File: src/rtl/gs_pwm_pkg.sv
package gs_pwm_pkg;

  // Width of the gray-scale level counter and of the duty code.
  localparam int unsigned LEVEL_W = 4;

  typedef logic [LEVEL_W-1:0] level_t;

  // The code that means "on for the whole period".
  localparam level_t LEVEL_FULL = '1;

  // Gating terms shared by every dot lane.
  typedef struct packed {
    logic force_on;  // drive every lane
    logic open;      // enabled and not inhibited
    logic pwm_pass;  // duty compare passes, or compare bypassed
  } gate_ctl_t;

  // Duty compare with the irregular top code.
  function automatic logic level_hit(input level_t cnt, input level_t duty);
    return (cnt < duty) || (duty == LEVEL_FULL);
  endfunction

endpackage

File: src/rtl/gs_rst_sync.sv
module gs_rst_sync #(
  parameter int unsigned STAGES = 2
) (
  input  logic clk,
  input  logic rst_n,
  output logic rst_sync_n
);

  logic [STAGES-1:0] sr_q;
  logic [STAGES-1:0] sr_d;

  always_comb begin
    sr_d = {sr_q[STAGES-2:0], 1'b1};
  end

  always_ff @(posedge clk or negedge rst_n) begin
    if (!rst_n) begin
      sr_q <= '0;
    end else begin
      sr_q <= sr_d;
    end
  end

  assign rst_sync_n = sr_q[STAGES-1];

endmodule

File: src/rtl/gs_rise_det.sv
module gs_rise_det (
  input  logic clk,
  input  logic rst_n,
  input  logic sig_i,
  output logic rise_o
);

  logic prev_q;
  logic prev_d;

  always_comb begin
    prev_d = sig_i;
  end

  always_ff @(posedge clk or negedge rst_n) begin
    if (!rst_n) begin
      prev_q <= 1'b0;
    end else begin
      prev_q <= prev_d;
    end
  end

  assign rise_o = sig_i & ~prev_q;

endmodule

File: src/rtl/gs_level_cnt.sv
module gs_level_cnt
  import gs_pwm_pkg::*;
(
  input  logic   clk,
  input  logic   rst_n,
  input  logic   step_i,
  input  level_t duty_bus_i,
  input  logic   duty_load_n_i,
  output level_t cnt_o,
  output level_t duty_o,
  output logic   hit_o
);

  level_t cnt_q, cnt_d;
  level_t duty_q, duty_d;
  logic   cnt_en;
  logic   duty_en;

  assign cnt_en  = step_i;
  assign duty_en = ~duty_load_n_i;

  always_comb begin
    cnt_d = cnt_q;
    if (cnt_en) begin
      cnt_d = cnt_q + level_t'(1);
    end
  end

  always_comb begin
    duty_d = duty_q;
    if (duty_en) begin
      duty_d = duty_bus_i;
    end
  end

  always_ff @(posedge clk or negedge rst_n) begin
    if (!rst_n) begin
      cnt_q  <= '0;
      duty_q <= '0;
    end else begin
      cnt_q  <= cnt_d;
      duty_q <= duty_d;
    end
  end

  assign cnt_o  = cnt_q;
  assign duty_o = duty_q;
  assign hit_o  = level_hit(cnt_q, duty_q);

endmodule

File: src/rtl/gs_enable_sync.sv
module gs_enable_sync (
  input  logic clk,
  input  logic rst_n,
  input  logic eclk_rise_i,
  input  logic gate_i,
  input  logic level_i,
  output logic en_o
);

  logic en_q, en_d;
  logic upd;

  assign upd = eclk_rise_i & gate_i;

  always_comb begin
    en_d = en_q;
    if (upd) begin
      en_d = ~level_i;
    end
  end

  always_ff @(posedge clk or negedge rst_n) begin
    if (!rst_n) begin
      en_q <= 1'b0;
    end else begin
      en_q <= en_d;
    end
  end

  assign en_o = en_q;

endmodule

File: src/rtl/gs_dot_gate.sv
module gs_dot_gate
  import gs_pwm_pkg::*;
#(
  parameter int unsigned DOTS = 48
) (
  input  logic            clk,
  input  logic            rst_n,
  input  logic [DOTS-1:0] dot_i,
  input  gate_ctl_t       ctl_i,
  output logic [DOTS-1:0] drive_o
);

  logic [DOTS-1:0] lane_d;
  logic [DOTS-1:0] drive_q;

  for (genvar i = 0; i < DOTS; i++) begin : g_lane
    assign lane_d[i] = ctl_i.force_on | (dot_i[i] & ctl_i.open & ctl_i.pwm_pass);
  end

  always_ff @(posedge clk or negedge rst_n) begin
    if (!rst_n) begin
      drive_q <= '0;
    end else begin
      drive_q <= lane_d;
    end
  end

  assign drive_o = drive_q;

endmodule

File: src/rtl/gs_pwm_gate.sv
module gs_pwm_gate
  import gs_pwm_pkg::*;
#(
  parameter int unsigned DOTS       = 48,
  parameter int unsigned RST_STAGES = 2
) (
  input  logic            clk,
  input  logic            rst_n,
  input  logic [DOTS-1:0] dot_i,
  input  logic            cnt_clk_i,
  input  logic [3:0]      duty_bus_i,
  input  logic            duty_load_n_i,
  input  logic            pwm_n_i,
  input  logic            en_clk_i,
  input  logic            en_clk_gate_i,
  input  logic            en_level_i,
  input  logic            force_on_n_i,
  input  logic            inhibit_i,
  output logic [DOTS-1:0] drive_o
);

  logic      rst_sync_n;
  logic      cnt_rise;
  logic      en_rise;
  level_t    cnt;
  level_t    duty;
  logic      hit;
  logic      en_state;
  gate_ctl_t ctl;

  gs_rst_sync #(.STAGES(RST_STAGES)) u_rst (
    .clk        (clk),
    .rst_n      (rst_n),
    .rst_sync_n (rst_sync_n)
  );

  gs_rise_det u_cnt_edge (
    .clk    (clk),
    .rst_n  (rst_sync_n),
    .sig_i  (cnt_clk_i),
    .rise_o (cnt_rise)
  );

  gs_rise_det u_en_edge (
    .clk    (clk),
    .rst_n  (rst_sync_n),
    .sig_i  (en_clk_i),
    .rise_o (en_rise)
  );

  gs_level_cnt u_level (
    .clk           (clk),
    .rst_n         (rst_sync_n),
    .step_i        (cnt_rise),
    .duty_bus_i    (level_t'(duty_bus_i)),
    .duty_load_n_i (duty_load_n_i),
    .cnt_o         (cnt),
    .duty_o        (duty),
    .hit_o         (hit)
  );

  gs_enable_sync u_enable (
    .clk         (clk),
    .rst_n       (rst_sync_n),
    .eclk_rise_i (en_rise),
    .gate_i      (en_clk_gate_i),
    .level_i     (en_level_i),
    .en_o        (en_state)
  );

  always_comb begin
    ctl.force_on = ~force_on_n_i;
    ctl.open     = en_state & ~inhibit_i;
    ctl.pwm_pass = pwm_n_i | hit;
  end

  gs_dot_gate #(.DOTS(DOTS)) u_gate (
    .clk     (clk),
    .rst_n   (rst_sync_n),
    .dot_i   (dot_i),
    .ctl_i   (ctl),
    .drive_o (drive_o)
  );

endmodule

File: config.mk
export PLATFORM = sky130hd
export DESIGN_NAME = gs_pwm_gate
export DESIGN_NICKNAME = d
export VERILOG_FILES = /design/src/rtl/gs_pwm_pkg.sv /design/src/rtl/gs_rst_sync.sv /design/src/rtl/gs_rise_det.sv /design/src/rtl/gs_level_cnt.sv /design/src/rtl/gs_enable_sync.sv /design/src/rtl/gs_dot_gate.sv /design/src/rtl/gs_pwm_gate.sv
export SDC_FILE = /design/constraint.sdc
export NUM_CORES = 1
export LEC_CHECK = 0
export ABC_AREA = 1
export BUFFER_PORTS_ARGS = -buffer_cell sky130_fd_sc_hd__buf_2
export CORE_MARGIN = 5
export CORE_UTILIZATION = 51
export DETAILED_ROUTE_END_ITERATION = 12
export PLACE_DENSITY = 0.86
export SETUP_SLACK_MARGIN = 0.05
export SYNTH_ARGS = -nofsm -noshare
export SYNTH_HDL_FRONTEND = slang
export SYNTH_SLANG_ARGS = --single-unit
File: constraint.sdc
create_clock -name clk -period 3.2 [get_ports clk]
set_input_delay 0.64 -clock clk [delete_from_list [all_inputs] [get_ports clk]]
set_output_delay 0.64 -clock clk [all_outputs]
set_load 0.01 [all_outputs]
==> run_results.csv <==
group,metric,value,unit
outcome,status,"finished, final reports clean",
timing,finalSetupViolations,0,
die,initial_core_util,0.5327,
clocking,cts.reportedPaths.clkPinSlew,0.07,ns
cells_and_area,nets,482,
global_route,overflow,0,
global_route,grt_start_max_net_pins,49,
logic_synthesis,synth_seq_cells,61,
route,wirelength,5.607,mm
route,routed_via_density,4.411,
worst_setup_path,crit_slowest_cell,"nand2_2",
logic_synthesis,synth.distinct_cells,17,
timing,worst_pin_slew,0.8386,ns
cells_and_area,final_common_cell,"buf_2",
cells_and_area,final_core_util,0.6842,
run,cap_violations,0,
worst_setup_path,arrival,2.13,ns
placement,dp_slack,1.326,ns
min_path,min_path_type,"in -> async",
timing,min_period_over_period,0.5919,
pwr,total_power,0.001867,W
clocking,tritoncts,"done",
timing,hold_violations,0,
clocking,clock_latency,0.32,ns
clocking,cts_buffers,9,
route,drtIter0Drc,123,
route,drtPass1Iterations,4,
logic_synthesis,synth_warnings,0,
logic_synthesis,synth-seq-area-share,0.5948,
placement,dpl.hpwl,4.026,mm
worst_setup_path,cpMostUsedCell,"nand2_1",
placement,place_congestion,0.8276,
cells_and_area,drive_above_1_share,0.3048,
pwr,power_density,566.4,nW/µm²
global_route,antenna_found_initial,0,
timing,setup_ws,1.306,ns
global_route,track_usage,0.1827,
worst_setup_path,start_kind,"flip-flop",
logic_synthesis,synth.net_count,376,
cells_and_area,area_delta_synth_final,28.43,%
clocking,cts_resized,0,
route,drt-wirelength-per-cell,11.51,µm
timing,relSlewSlack,0.4389,
cells_and_area,final_cells,487,
pwr,vdd_drop_max,379.8,µV
timing,drv_slew,0,
worst_setup_path,path_buf_inv,0,
clocking,htreeDepth,3,
die,core_area,4817,µm²
route,ant_nets,0,
worst_setup_path,critPathCaptureType,"flip-flop",
timing,finalClockSkew,0.009298,ns
worst_setup_path,worst-path-max-fanout,48,
clocking,cts-root-buf,"clkbuf_8",
timing,rsz0062_at_grt,"no",
logic_synthesis,netlist_instances,310,
route,vias,2148,
cells_and_area,n_antenna_cell,0,
worst_setup_path,crit_type,"reg -> reg",
worst_setup_path,path_cells,"ha_1 -> nand2_1 -> nand2_1 -> nand2_1 -> nand2_1 -> nand2_2 -> nand2_1 -> nand2_1",
clocking,cts_setup_buffers,0,
cells_and_area,multiInputGateArea,752.0,µm²
die,ios,110,
global_route,grt_pass1_wl,9.114,mm
die,die_h,80.94,µm
die,dieWidth,80.94,µm
clocking,hold_buffers,0,
worst_setup_path,path_delay_family,"simple AND/OR/NAND/NOR gates",
placement,dp.cells,472,
clocking,clockBufferDepth,2,
timing,max_clock_freq,528.0,MHz
pwr,leakage,1.942,nW
global_route,grt_pass1_vias,2113,
die,die_area,6550,µm²
cells_and_area,regArea,1528,µm²
logic_synthesis,avgSynthCellArea,8.278,µm²
die,row_count,25,
cells_and_area,fillers,408,
clocking,cts.sink_count,61,
worst_setup_path,cp_data_required_time,3.44,ns
route,drc,0,
timing,tns,0,ns
timing,min_period,1.894,ns
logic_synthesis,syn_area,2566,µm²
placement,port_buffers,109,
worst_setup_path,slowest_delay,0.60,ns
cells_and_area,final_cell_mix,"buf_2, nand2_1, dfrtp_1",
## per-layer routing
layer  up-vias  wire, µm  part of all wire  GRT usage
li1       1088         -                 -          -
met1       958      2176              0.39     0.1999
met2        90      2818              0.50     0.3259
met3        12       504             0.090    0.04767
met4         0       106             0.019    0.09122
met5         -         0                 0          0
## Yosys cell counts
library cell / instances / area [µm²]
xnor2_1: 2 / 17.52
nor2_1: 54 / 202.7
conb_1: 1 / 3.750
mux2_2: 2 / 22.52
a21oi_1: 4 / 20.02
ha_1: 4 / 50.05
nand3b_1: 1 / 7.510
inv_1: 56 / 210.2
nand4_1: 1 / 6.260
clkbuf_1: 9 / 33.78
dfrtp_1: 61 / 1526
buf_6: 3 / 33.78
nand2_1: 106 / 397.9
nand3_1: 1 / 5.000
xor2_1: 1 / 8.760
buf_2: 3 / 15.01
o21ai_0: 1 / 5.000
## area by class of cell
class | count | share of cell area
clock buffers | 13 | 0.04822
clock inverters | 2 | 0.003037
inverters | 56 | 0.06378
multi-input cells | 178 | 0.2282
flip-flops and latches | 61 | 0.4636
well taps | 67 | 0.02544
repair buffers | 110 | 0.1678
## report_power, final
part / internal, W / switching [W]
sequential: 0.000858 / 0.0000528
combinational: 0.000148 / 0.000227
clock: 0.000317 / 0.000264
total: 0.00132 / 0.000544
## state kept, by name, indices dropped and copies added, names as in the netlist
register and flops:
u_enable.en_o 1, u_level.cnt_o 4, u_level.duty_o 4, u_en_edge.prev_q 1, u_cnt_edge.prev_q 1, u_rst.sr_q 2
u_gate.drive_o 48
## logic make-up (layout without fill, tap and decap cells)
family,after synthesis,count (layout),synth area share
AO/OA/AOI/OAI,5,5,0.009750
XOR/XNOR,3,3,0.01024
adder cells (fa/ha/maj),4,4,0.01950
buffers and inverters,71,181,0.1141
flip-flops,61,61,0.5948
multiplexers,2,2,0.008776
other,1,1,0.001461
AND/OR/NAND/NOR,163,163,0.2413
## worst paths after layout
kind	start	end	slack, ns	cells after the start
worst max-delay path	u_level.cnt_o[1]	u_gate.drive_o[39]	1.31	8
worst min-delay path	rst_n	u_rst.sr_q[1]	0.09	1
worst max register to register	u_level.cnt_o[1]	u_gate.drive_o[39]	1.31	8
worst min register to register	u_rst.sr_q[1]	u_gate.drive_o[43]	0.34	0
max in group asynchronous	u_rst.sr_q[1]	u_level.duty_o[3]	2.05	1
min in group clk	u_rst.sr_q[0]	u_rst.sr_q[1]	0.36	0
## per-stage QoR
stage / hold slack [ns] / instance area [µm²]
after global routing: 0.07680 / 3296
final: 0.09198 / 3296
after global placement: 0.3344 / 3127
after CTS: 0.07946 / 3296
after detailed placement: 0.3476 / 3127
after floorplan: 0.3312 / 2566
No activity file was read; power rests on OpenSTA's default activity.
